`config.mk`:
```
export PLATFORM = sky130hd
export DESIGN_NAME = jtag_tap_top
export DESIGN_NICKNAME = d
export VERILOG_FILES = /design/src/rtl/jtag_tap_pkg.sv /design/src/rtl/jtag_tap_ctrl.sv /design/src/rtl/jtag_tap_dpath.sv /design/src/rtl/jtag_tap_top.sv
export SDC_FILE = /design/constraint.sdc
export NUM_CORES = 1
export LEC_CHECK = 0
export ABC_CLOCK_PERIOD_IN_PS = 5500
export BUFFER_PORTS_ARGS = -buffer_cell sky130_fd_sc_hd__buf_2
export CAP_MARGIN = 20
export CORE_MARGIN = 3
export CORE_UTILIZATION = 65
export CTS_BUF_LIST = sky130_fd_sc_hd__clkbuf_2 sky130_fd_sc_hd__clkbuf_4 sky130_fd_sc_hd__clkbuf_8
export CTS_CLUSTER_SIZE = 25
export DETAILED_ROUTE_END_ITERATION = 10
export HOLD_SLACK_MARGIN = 0.02
export PLACE_DENSITY = 0.87
export RECOVER_POWER = 25
export SYNTH_ARGS = -nofsm -noshare
export SYNTH_HDL_FRONTEND = slang
export SYNTH_SLANG_ARGS = --single-unit
export TNS_END_PERCENT = 1
```
`constraint.sdc`:
```
create_clock -name tck -period 5.5 [get_ports tck]
set_clock_uncertainty 0.2 [all_clocks]
set_input_delay 0.825 -clock tck [delete_from_list [all_inputs] [get_ports tck]]
set_output_delay 0.825 -clock tck [all_outputs]
set_load 0.05 [all_outputs]
```
`src/rtl/jtag_tap_pkg.sv`:
```
package jtag_tap_pkg;

  localparam int IR_W = 4;

  localparam logic [IR_W-1:0] OP_EXTEST = 4'h0;
  localparam logic [IR_W-1:0] OP_IDCODE = 4'h1;
  localparam logic [IR_W-1:0] OP_RSTREG = 4'hC;
  localparam logic [IR_W-1:0] IR_CAPTURE = 4'b0001;

  typedef enum logic [3:0] {
    ST_RESET, ST_IDLE,
    ST_SEL_DR, ST_CAP_DR, ST_SH_DR, ST_EX1_DR, ST_PAU_DR, ST_EX2_DR, ST_UPD_DR,
    ST_SEL_IR, ST_CAP_IR, ST_SH_IR, ST_EX1_IR, ST_PAU_IR, ST_EX2_IR, ST_UPD_IR
  } tapState_e;

  typedef enum logic [1:0] {
    DR_BYPASS, DR_IDENT, DR_CHAIN, DR_RESET
  } drSel_e;

  typedef struct packed {
    logic   captureDr;
    logic   shiftDr;
    logic   updateDr;
    logic   shiftIr;
    logic   tapReset;
    logic   extestOn;
    drSel_e sel;
  } tapStrobe_t;

endpackage

```
`src/rtl/jtag_tap_ctrl.sv`:
```
module jtag_tap_ctrl
  import jtag_tap_pkg::*;
(
  input  logic            tck,
  input  logic            rstN,
  input  logic            tms,
  input  logic            tdi,
  output tapState_e       stateOut,
  output logic [IR_W-1:0] irShift,
  output logic [IR_W-1:0] irActive,
  output tapStrobe_t      strobe
);

  tapState_e state, stateNext;

  always_comb begin
    stateNext = state;
    unique case (state)
      ST_RESET:  stateNext = tms ? ST_RESET  : ST_IDLE;
      ST_IDLE:   stateNext = tms ? ST_SEL_DR : ST_IDLE;
      ST_SEL_DR: stateNext = tms ? ST_SEL_IR : ST_CAP_DR;
      ST_CAP_DR: stateNext = tms ? ST_EX1_DR : ST_SH_DR;
      ST_SH_DR:  stateNext = tms ? ST_EX1_DR : ST_SH_DR;
      ST_EX1_DR: stateNext = tms ? ST_UPD_DR : ST_PAU_DR;
      ST_PAU_DR: stateNext = tms ? ST_EX2_DR : ST_PAU_DR;
      ST_EX2_DR: stateNext = tms ? ST_UPD_DR : ST_SH_DR;
      ST_UPD_DR: stateNext = tms ? ST_SEL_DR : ST_IDLE;
      ST_SEL_IR: stateNext = tms ? ST_RESET  : ST_CAP_IR;
      ST_CAP_IR: stateNext = tms ? ST_EX1_IR : ST_SH_IR;
      ST_SH_IR:  stateNext = tms ? ST_EX1_IR : ST_SH_IR;
      ST_EX1_IR: stateNext = tms ? ST_UPD_IR : ST_PAU_IR;
      ST_PAU_IR: stateNext = tms ? ST_EX2_IR : ST_PAU_IR;
      ST_EX2_IR: stateNext = tms ? ST_UPD_IR : ST_SH_IR;
      ST_UPD_IR: stateNext = tms ? ST_SEL_DR : ST_IDLE;
      default:   stateNext = ST_RESET;
    endcase
  end

  always_ff @(posedge tck or negedge rstN) begin
    if (!rstN) state <= ST_RESET;
    else       state <= stateNext;
  end

  // instruction shift stage and active instruction
  always_ff @(posedge tck or negedge rstN) begin
    if (!rstN) begin
      irShift  <= IR_CAPTURE;
      irActive <= OP_IDCODE;
    end else begin
      if (state == ST_CAP_IR)     irShift <= IR_CAPTURE;
      else if (state == ST_SH_IR) irShift <= {tdi, irShift[IR_W-1:1]};

      if (state == ST_RESET)      irActive <= OP_IDCODE;
      else if (state == ST_UPD_IR) irActive <= irShift;
    end
  end

  always_comb begin
    strobe.captureDr = (state == ST_CAP_DR);
    strobe.shiftDr   = (state == ST_SH_DR);
    strobe.updateDr  = (state == ST_UPD_DR);
    strobe.shiftIr   = (state == ST_SH_IR);
    strobe.tapReset  = (state == ST_RESET);
    strobe.extestOn  = (irActive == OP_EXTEST);
    case (irActive)
      OP_EXTEST: strobe.sel = DR_CHAIN;
      OP_IDCODE: strobe.sel = DR_IDENT;
      OP_RSTREG: strobe.sel = DR_RESET;
      default:   strobe.sel = DR_BYPASS;
    endcase
  end

  assign stateOut = state;

endmodule

```
`src/rtl/jtag_tap_dpath.sv`:
```
module jtag_tap_dpath
  import jtag_tap_pkg::*;
#(
  parameter int          NPINS    = 4,
  parameter logic [31:0] ID_VALUE = 32'h1
) (
  input  logic             tck,
  input  logic             rstN,
  input  logic             tdi,
  input  tapStrobe_t       strobe,
  input  logic             irSo,
  input  logic [NPINS-1:0] pinIn,
  input  logic [NPINS-1:0] coreOut,
  input  logic [NPINS-1:0] coreOe,
  input  logic [NPINS-1:0] corePud,
  input  logic             chipResetIn,
  output logic             tdo,
  output logic             tdoEn,
  output logic [NPINS-1:0] pinOut,
  output logic [NPINS-1:0] pinOe,
  output logic [NPINS-1:0] pinPud,
  output logic             chipReset
);

  localparam int CELLS   = 4;
  localparam int CHAIN_W = NPINS * CELLS;
  localparam int ID_W    = 32;

  logic [CHAIN_W-1:0] chain, chainCap;
  logic [NPINS-1:0]   cellOut, cellOe, cellPud;
  logic [NPINS-1:0]   updOut, updOe, updPud;
  logic [ID_W-1:0]    idReg;
  logic               bypassBit;
  logic               rstBit;
  logic               drSo;

  // per-pin cell mapping: in, out, enable, pull-up disable
  for (genvar p = 0; p < NPINS; p++) begin : g_cell
    assign chainCap[CELLS*p + 0] = pinIn[p];
    assign chainCap[CELLS*p + 1] = pinOut[p];
    assign chainCap[CELLS*p + 2] = pinOe[p];
    assign chainCap[CELLS*p + 3] = pinPud[p];
    assign cellOut[p] = chain[CELLS*p + 1];
    assign cellOe[p]  = chain[CELLS*p + 2];
    assign cellPud[p] = chain[CELLS*p + 3];
  end

  always_ff @(posedge tck) begin
    if (strobe.sel == DR_CHAIN) begin
      if (strobe.captureDr)    chain <= chainCap;
      else if (strobe.shiftDr) chain <= {tdi, chain[CHAIN_W-1:1]};
    end
  end

  always_ff @(posedge tck or negedge rstN) begin
    if (!rstN) begin
      updOut <= '0;
      updOe  <= '0;
      updPud <= '0;
    end else if (strobe.updateDr && strobe.sel == DR_CHAIN) begin
      updOut <= cellOut;
      updOe  <= cellOe;
      updPud <= cellPud;
    end
  end

  always_ff @(posedge tck) begin
    if (strobe.sel == DR_IDENT) begin
      if (strobe.captureDr)    idReg <= ID_VALUE;
      else if (strobe.shiftDr) idReg <= {tdi, idReg[ID_W-1:1]};
    end
    if (strobe.sel == DR_BYPASS) begin
      if (strobe.captureDr)    bypassBit <= 1'b0;
      else if (strobe.shiftDr) bypassBit <= tdi;
    end
  end

  always_ff @(posedge tck or negedge rstN) begin
    if (!rstN)                                         rstBit <= 1'b0;
    else if (strobe.tapReset)                          rstBit <= 1'b0;
    else if (strobe.shiftDr && strobe.sel == DR_RESET) rstBit <= tdi;
  end

  always_comb begin
    case (strobe.sel)
      DR_IDENT: drSo = idReg[0];
      DR_CHAIN: drSo = chain[0];
      DR_RESET: drSo = rstBit;
      default:  drSo = bypassBit;
    endcase
  end

  always_ff @(negedge tck or negedge rstN) begin
    if (!rstN) begin
      tdo   <= 1'b0;
      tdoEn <= 1'b0;
    end else begin
      tdoEn <= strobe.shiftIr | strobe.shiftDr;
      tdo   <= strobe.shiftIr ? irSo : drSo;
    end
  end

  assign chipReset = rstBit | chipResetIn;
  assign pinOut    = strobe.extestOn ? updOut : coreOut;
  assign pinPud    = strobe.extestOn ? updPud : corePud;
  assign pinOe     = strobe.extestOn ? updOe : (chipReset ? '0 : coreOe);

endmodule

```
`src/rtl/jtag_tap_top.sv`:
```
module jtag_tap_top
  import jtag_tap_pkg::*;
#(
  parameter int          NPINS      = 4,
  parameter bit          USE_TRST   = 1'b1,
  parameter logic [3:0]  ID_VERSION = 4'h2,
  parameter logic [15:0] ID_DEVICE  = 16'hA51C,
  parameter logic [10:0] ID_MAKER   = 11'h0B5
) (
  input  logic             tck,
  input  logic             tms,
  input  logic             tdi,
  input  logic             trstN,
  input  logic [NPINS-1:0] pinIn,
  input  logic [NPINS-1:0] coreOut,
  input  logic [NPINS-1:0] coreOe,
  input  logic [NPINS-1:0] corePud,
  input  logic             chipResetIn,
  output logic             tdo,
  output logic             tdoEn,
  output logic [NPINS-1:0] pinOut,
  output logic [NPINS-1:0] pinOe,
  output logic [NPINS-1:0] pinPud,
  output logic             chipReset
);

  localparam logic [31:0] ID_VALUE = {ID_VERSION, ID_DEVICE, ID_MAKER, 1'b1};

  logic            rstN;
  tapState_e       tapState;
  logic [IR_W-1:0] irShift;
  logic [IR_W-1:0] irActive;
  tapStrobe_t      strobe;

  if (USE_TRST) begin : g_trst
    assign rstN = trstN;
  end else begin : g_notrst
    assign rstN = 1'b1;
  end

  jtag_tap_ctrl u_ctrl (
    .tck      (tck),
    .rstN     (rstN),
    .tms      (tms),
    .tdi      (tdi),
    .stateOut (tapState),
    .irShift  (irShift),
    .irActive (irActive),
    .strobe   (strobe)
  );

  jtag_tap_dpath #(
    .NPINS    (NPINS),
    .ID_VALUE (ID_VALUE)
  ) u_dpath (
    .tck         (tck),
    .rstN        (rstN),
    .tdi         (tdi),
    .strobe      (strobe),
    .irSo        (irShift[0]),
    .pinIn       (pinIn),
    .coreOut     (coreOut),
    .coreOe      (coreOe),
    .corePud     (corePud),
    .chipResetIn (chipResetIn),
    .tdo         (tdo),
    .tdoEn       (tdoEn),
    .pinOut      (pinOut),
    .pinOe       (pinOe),
    .pinPud      (pinPud),
    .chipReset   (chipReset)
  );

endmodule

```
* Word-level counts from Yosys, hierarchy flattened
Cells that the tools add are included.
Word-level totals: output and inout port bits 15, ROM bits 0, memories 0, logic and storage cells 79, bits in registers 76, bits in latches 0, input port bits 21, bits in writable memories 0
Operators by class: bitwise operators 2, div/mod/pow operators 0, reductions and logical operators 15, magnitude comparators 0, add/subtract/negate cells 0, multipliers 0, muxes and demuxes 30, shifts and indexed selects 0, equality and inequality tests 20
Operator list (count):
- $mux W4 | 12
- $pmux W4 S12 | 1
- $eq A4 B4 Y1 const B | 9
- $mux W16 | 2
- $mux W32 | 1
- $eq A4 B3 Y1 const B | 4
- $eq A4 B1 Y1 const B | 2
- $eq A4 B2 Y1 const B | 2
- $logic_not A4 Y1 | 2
- $reduce_bool A2 Y1 | 4
- $mux W1 | 7
- $mux W2 | 3
- $mux W3 | 2
- $pmux W2 S3 | 1
- $reduce_and A2 Y1 | 3
- $eq A2 B2 Y1 const B | 2
- $reduce_or A2 Y1 | 2
- $pmux W1 S3 | 1
- $reduce_or A3 Y1 | 1
- $eq A2 B1 Y1 const B | 1
- $logic_and A1 B1 Y1 | 2
- $logic_not A2 Y1 | 1
- $or A1 B1 Y1 | 2

* Depth between registers and ports, before layout
Gate-level depths: netlist of run 1.
depth after elaboration 6, mapped depth 6, mapped depth without buffers 3

* Modules after synthesis
Synthesis of run 1 repeated with hierarchy kept, for this count alone.
Unflattened totals: cells, all modules 266, area total of the unflattened synthesis 3415.8 um2
Modules (own cells, without submodules):
- jtag_tap_dpath | instances 1, seq. area each 1846.8 um2, cells each 175, area each 2682.6 um2
- jtag_tap_ctrl | instances 1, seq. area each 302.8 um2, cells each 91, area each 733.2 um2

==> impl_metrics.ini, run 1 <==
[yosys]
yosysWarnings = 0
synth_edf_count = 49
postSynthAreaPerCell_um2 = 13.1
postSynthCellCount = 261
ys_types = 41
ys_ff_latch = 76
seq_area_frac_synth_pct = 62.7
synth_ff_type = edfxtp_1
syn_nets = 282
syn_area_mm2 = 0.00343
async_reset_ff_share_pct = 35.5

[global_routing]
grt_pass1_vias = 2141
grt_max_degree = 53
grt-ovfl-total = 0
grt_usage_pct = 22.8
antenna_found_initial = 0
grt_pass1_wl_mm = 10.5

[layout]
final_common_cell = edfxtp_1
most-common-layout-cells = 49 x edfxtp_1, 34 x buf_2, 23 x dfrtp_1
syn_to_final_growth_pct = 11.7
layout.nets = 315
drive_above_1_share_pct = 34.8
fillers = 293
antennaDiodeCount = 0

[setup_path]
critical_path_class = reg2out
cpPeakStageDelay_ns = 0.38
setup.worst_path.start_class = register
cp_max_fo = 1
slowest_stage = dfrtn_1
crit_path_cell_trace = buf_2
path_buf_inv = 1
cp.required_ns = 4.47
worst_setup_path_end_kind = primary output
cp_top_family = flip-flops
cp.arrival_ns = 3.71

[floorplan]
ios = 36
die-area_mm2 = 0.00618
die_height_um = 78.6
coreArea_mm2 = 0.00491
initial_utilization_pct = 69.8
rows = 25
dieWidth_um = 78.6

[run_status]
outcome = finished with violations
violations = max-capacitance violations, max-slew violations

[sta]
rsz0062_at_grt = false
slew_viol_final = 53
worstMarginPinSlew_ns = 2.05
hold_viol = 0
max_slew_margin_pct = -37.0
worst_slack_ns = 0.765
setup_viol = 0
setup_tns_ns = 0

[clocking]
h-tree-depth = 3
cts.path.max_buffers = 2
cts_setup_buffers = 0
cts_tree = done
worstSkewPairLatency_ns = 0.35
clkSlewWorstSetupHoldPaths_ns = 0.07
cts_made_buffers = 9
cts-root-buf = clkbuf_8
holdBufCountCts = 0
clkSinkCount = 76
cts_resized = 0

[power]
p_leak_uw = 0.00156
p_per_area_mw_per_mm2 = 505
worst_ir_drop_vdd_uv = 361

[detailed_routing]
vias_per_cell = 5.98
route.vias.total = 2187
first_pass_iters = 4
postRouteAntennaNets = 0
wl_mm = 6.37
drt_iter0_drc = 294
drc_errors = 0
wire_per_inst_um = 17.4

[placed_design]
place.gp.congestion = 0.798
hpwl_mm = 3.81
port_buffers = 35
dpl_worst_slack_ns = 1.11

[job]
maxCapViolCount = 1

[hold_path]
holdCritPathClass = reg2reg
cells by family after synthesis:
logic type      after synthesis  synth area share, %
simple gates                 91                 15.7
flops                        76                 62.7
compound gates               36                 6.65
mux                          33                 11.9
buf+inv                      25                 3.07
per-layer routing:
layer  track usage, %  part of all wire (%)  up-vias
met5                0                     0        -
met4             11.5                   2.3        0
met3             5.85                   7.2       14
met2             34.1                    47       89
met1             31.1                    44     1069
li1                 -                     -     1015
report_power, final:
group / switching [uW] / internal [uW] / leakage [uW] / total, uW
Combinational: 316 / 232 / 0.000666 / 548
Sequential: 136 / 828 / 0.000801 / 965
Clock: 202 / 218 / 0.0000978 / 420
Total: 654 / 1280 / 0.00156 / 1930
flip-flops by register name, summed over array words and instances, names as in the netlist:
name,flops
u_ctrl.irActive,4
u_ctrl.irShift,4
u_ctrl.stateOut,4
u_dpath.bypassBit,1
u_dpath.chain,16
u_dpath.idReg,32
u_dpath.rstBit,1
u_dpath.tdo,1
u_dpath.tdoEn,1
u_dpath.updOe,4
u_dpath.updOut,4
u_dpath.updPud,4
worst paths after layout:
| kind | start | end | slack (ns) | cells after the start |
|---|---|---|---|---|
| worst max register to register | u_ctrl.irActive[0] | u_dpath.tdo | 1.12 | 3 |
| min in group asynchronous | trstN | u_ctrl.irShift[3] | 0.58 | 1 |
| worst min register to register | u_dpath.updOut[3] | u_dpath.updOut[3] | 0.31 | 1 |
| worst max-delay path | u_dpath.tdoEn | tdoEn | 0.77 | 1 |
| worst min-delay path | u_dpath.updOut[3] | u_dpath.updOut[3] | 0.31 | 1 |
| max in group asynchronous | trstN | u_dpath.tdo | 1.05 | 1 |
layout make-up:
cell class              count  area [um^2]  share of cell area [%]
inverters                   9         33.8                   0.882
repair buffers             38          193                    5.03
multi-input cells         160         1170                    30.7
flip-flops and latches     76         2150                    56.1
clock buffers              11          139                    3.63
clock inverters             5         55.1                    1.44
well taps                  67         83.8                    2.19
per-stage QoR:
step                      total power, uW  hold slack [ns]  instance area [um^2]  instances  utilization, %
after floorplan                      1380            0.262                  3430        261               -
after CTS                            1940            0.284                  3850        366            78.4
final                                1930            0.313                  3830        366            78.0
after global placement               1490            0.288                  3650        350            74.4
after detailed placement             1510            0.293                  3650        350            74.4
after global routing                 2040            0.330                  3830        366            78.0
synth_stat cells, types with 2 or more instances:
| cell type | instances | area [um^2] |
|---|---|---|
| edfxtp_1 | 49 | 1470 |
| dfrtp_1 | 23 | 576 |
| mux2_2 | 22 | 248 |
| nand2_1 | 18 | 67.6 |
| nor2b_1 | 18 | 113 |
| nor2_1 | 15 | 56.3 |
| or2_2 | 15 | 93.8 |
| clkbuf_1 | 12 | 45.0 |
| mux2_4 | 10 | 150 |
| inv_1 | 9 | 33.8 |
| nand3b_1 | 9 | 67.6 |
| a21oi_1 | 8 | 40.0 |
| a31oi_1 | 6 | 37.5 |
| o21ai_0 | 6 | 30.0 |
| o22ai_1 | 6 | 37.5 |
| buf_2 | 3 | 15.0 |
| nor3_1 | 3 | 15.0 |
| a21o_1 | 2 | 15.0 |
| a221oi_1 | 2 | 17.5 |
| dfrtn_1 | 2 | 50.1 |
| dfstp_2 | 2 | 52.6 |
| nor4bb_1 | 2 | 20.0 |
Power figures use the tool's default switching activity.
==> run 2, diff against run 1 <==
- PLACE_DENSITY: 0.87 -> 0.94
==> impl_metrics.ini, run 2 (same netlist as run 1, synthesis figures left out) <==
[run_status]
outcome = finished with violations
violations = max-capacitance violations, max-slew violations

[layout]
fin_area_mm2 = 0.00394
finalNonFillerCells = 367
drive_above_1_share_pct = 35.3
syn_to_final_growth_pct = 15.1
fillers = 279
largest_reg_flops = 32
final_common_cell = edfxtp_1
seq_area_mm2 = 0.00215
multi_input_area_mm2 = 0.00119
max_flop_register = u_dpath.idReg
layout.nets = 316
most-common-layout-cells = 49 x edfxtp_1, 34 x buf_2, 23 x dfrtp_1
antennaDiodeCount = 0
reg_top3 = u_dpath.idReg (32), u_dpath.chain (16)

[global_routing]
antenna_found_initial = 0
grt_pass1_wl_mm = 11.4
grt_pass1_vias = 2184
grt_usage_pct = 25.0
grt-ovfl-total = 0
grt_max_degree = 53

[power]
worst_ir_drop_vdd_uv = 435
p_per_area_mw_per_mm2 = 543
p_leak_uw = 0.00162

[clocking]
h-tree-depth = 3
clkSinkCount = 76
cts_tree = done
cts-root-buf = clkbuf_8
cts_made_buffers = 9
cts.path.max_buffers = 2
clkSlewWorstSetupHoldPaths_ns = 0.08
cts_resized = 0
cts_setup_buffers = 0
worstSkewPairLatency_ns = 0.35
holdBufCountCts = 0

[setup_path]
cp_top_family = flip-flops
ff2ff_setup_slack_ns = 0.95
setup.worst_path.start_class = register
cp.arrival_ns = 3.77
cp.required_ns = 4.47
r2r_cells = 3
cpPeakStageDelay_ns = 0.42
crit_start = u_dpath.tdo
slowest_stage = dfrtn_1
cp_max_fo = 1
worst_setup_path_end_kind = primary output
r2r_start = u_ctrl.stateOut[3]
critical_path_class = reg2out
path_buf_inv = 1
crit_path_cell_trace = buf_2
rr_endpoint = u_dpath.tdo

[sta]
hold_ws_ns = 0.297
worstMarginPinSlew_ns = 2.12
setup_tns_ns = 0
max_slew_margin_pct = -41.1
rsz0062_at_grt = false
worst_slack_ns = 0.704
setup_viol = 0
hold_viol = 0
slew_viol_final = 53

[detailed_routing]
wire_per_inst_um = 19.2
postRouteAntennaNets = 0
first_pass_iters = 5
drc_errors = 0
wl_mm = 7.05
drt_iter0_drc = 160
vias_per_cell = 6.09
route.vias.total = 2235

[floorplan]
die_height_um = 78.6
die-area_mm2 = 0.00618
dieWidth_um = 78.6
rows = 25
coreArea_mm2 = 0.00491
initial_utilization_pct = 69.8
ios = 36

[placed_design]
post_dp_cell_area_mm2 = 0.00366
hpwl_mm = 4.14
dp.cells = 351
port_buffers = 35
dpl_worst_slack_ns = 1.04
place.gp.congestion = 0.827

[job]
maxCapViolCount = 1

[hold_path]
holdCritPathClass = in2async
-- run 2: changes by cell type in the layout (fill, tap and decap cells not counted) --
cell and change:
nor4bb_1 -1, clkinvlp_4 -1, clkinv_4 -1, inv_6 +1, clkbuf_4 -1, clkinv_1 -1, bufinv_16 +4, clkbuf_1 +1
nor4bb_4 +1, clkinv_2 -1
-- run 2: per-stage QoR --
| stage | utilization (%) | total power, uW |
|---|---|---|
| after floorplan | - | 1380 |
| after global placement | 74.6 | 1490 |
| after detailed placement | 74.6 | 1520 |
| after CTS | 80.5 | 2140 |
| after global routing | 80.3 | 2240 |
| final | 80.3 | 2140 |
-- run 2: worst max path at each step --
stage | to | slack (ns) | cells after the start
final | tdo | 0.70 | 1
after CTS | tdo | 0.68 | 1
after detailed placement | u_dpath.tdo | 1.04 | 3
after global placement | tdo | 1.09 | 1
after global routing | tdo | 0.68 | 1
after floorplan | tdo | 1.07 | 0
-- run 2: layout make-up --
| type | instances | share of cell area, % |
|---|---|---|
| clock buffer | 10 | 3.33 |
| sequential | 76 | 54.5 |
| multi-input combinational | 160 | 30.2 |
| timing repair buffer | 39 | 4.98 |
| clock inverter | 6 | 4.03 |
| tap | 67 | 2.13 |
| inverter | 9 | 0.857 |
-- run 2: layer usage --
metal	vias to the layer above	GRT usage [%]	routed length, um
li1	1017	-	-
met1	1108	31.8	2900
met2	94	40.4	3530
met3	16	8.26	484
met4	0	8.57	144
met5	-	0	0
-- run 2: power by group --
part	switching, uW	internal, uW
registers	141	828
clock network	210	400
logic	325	239
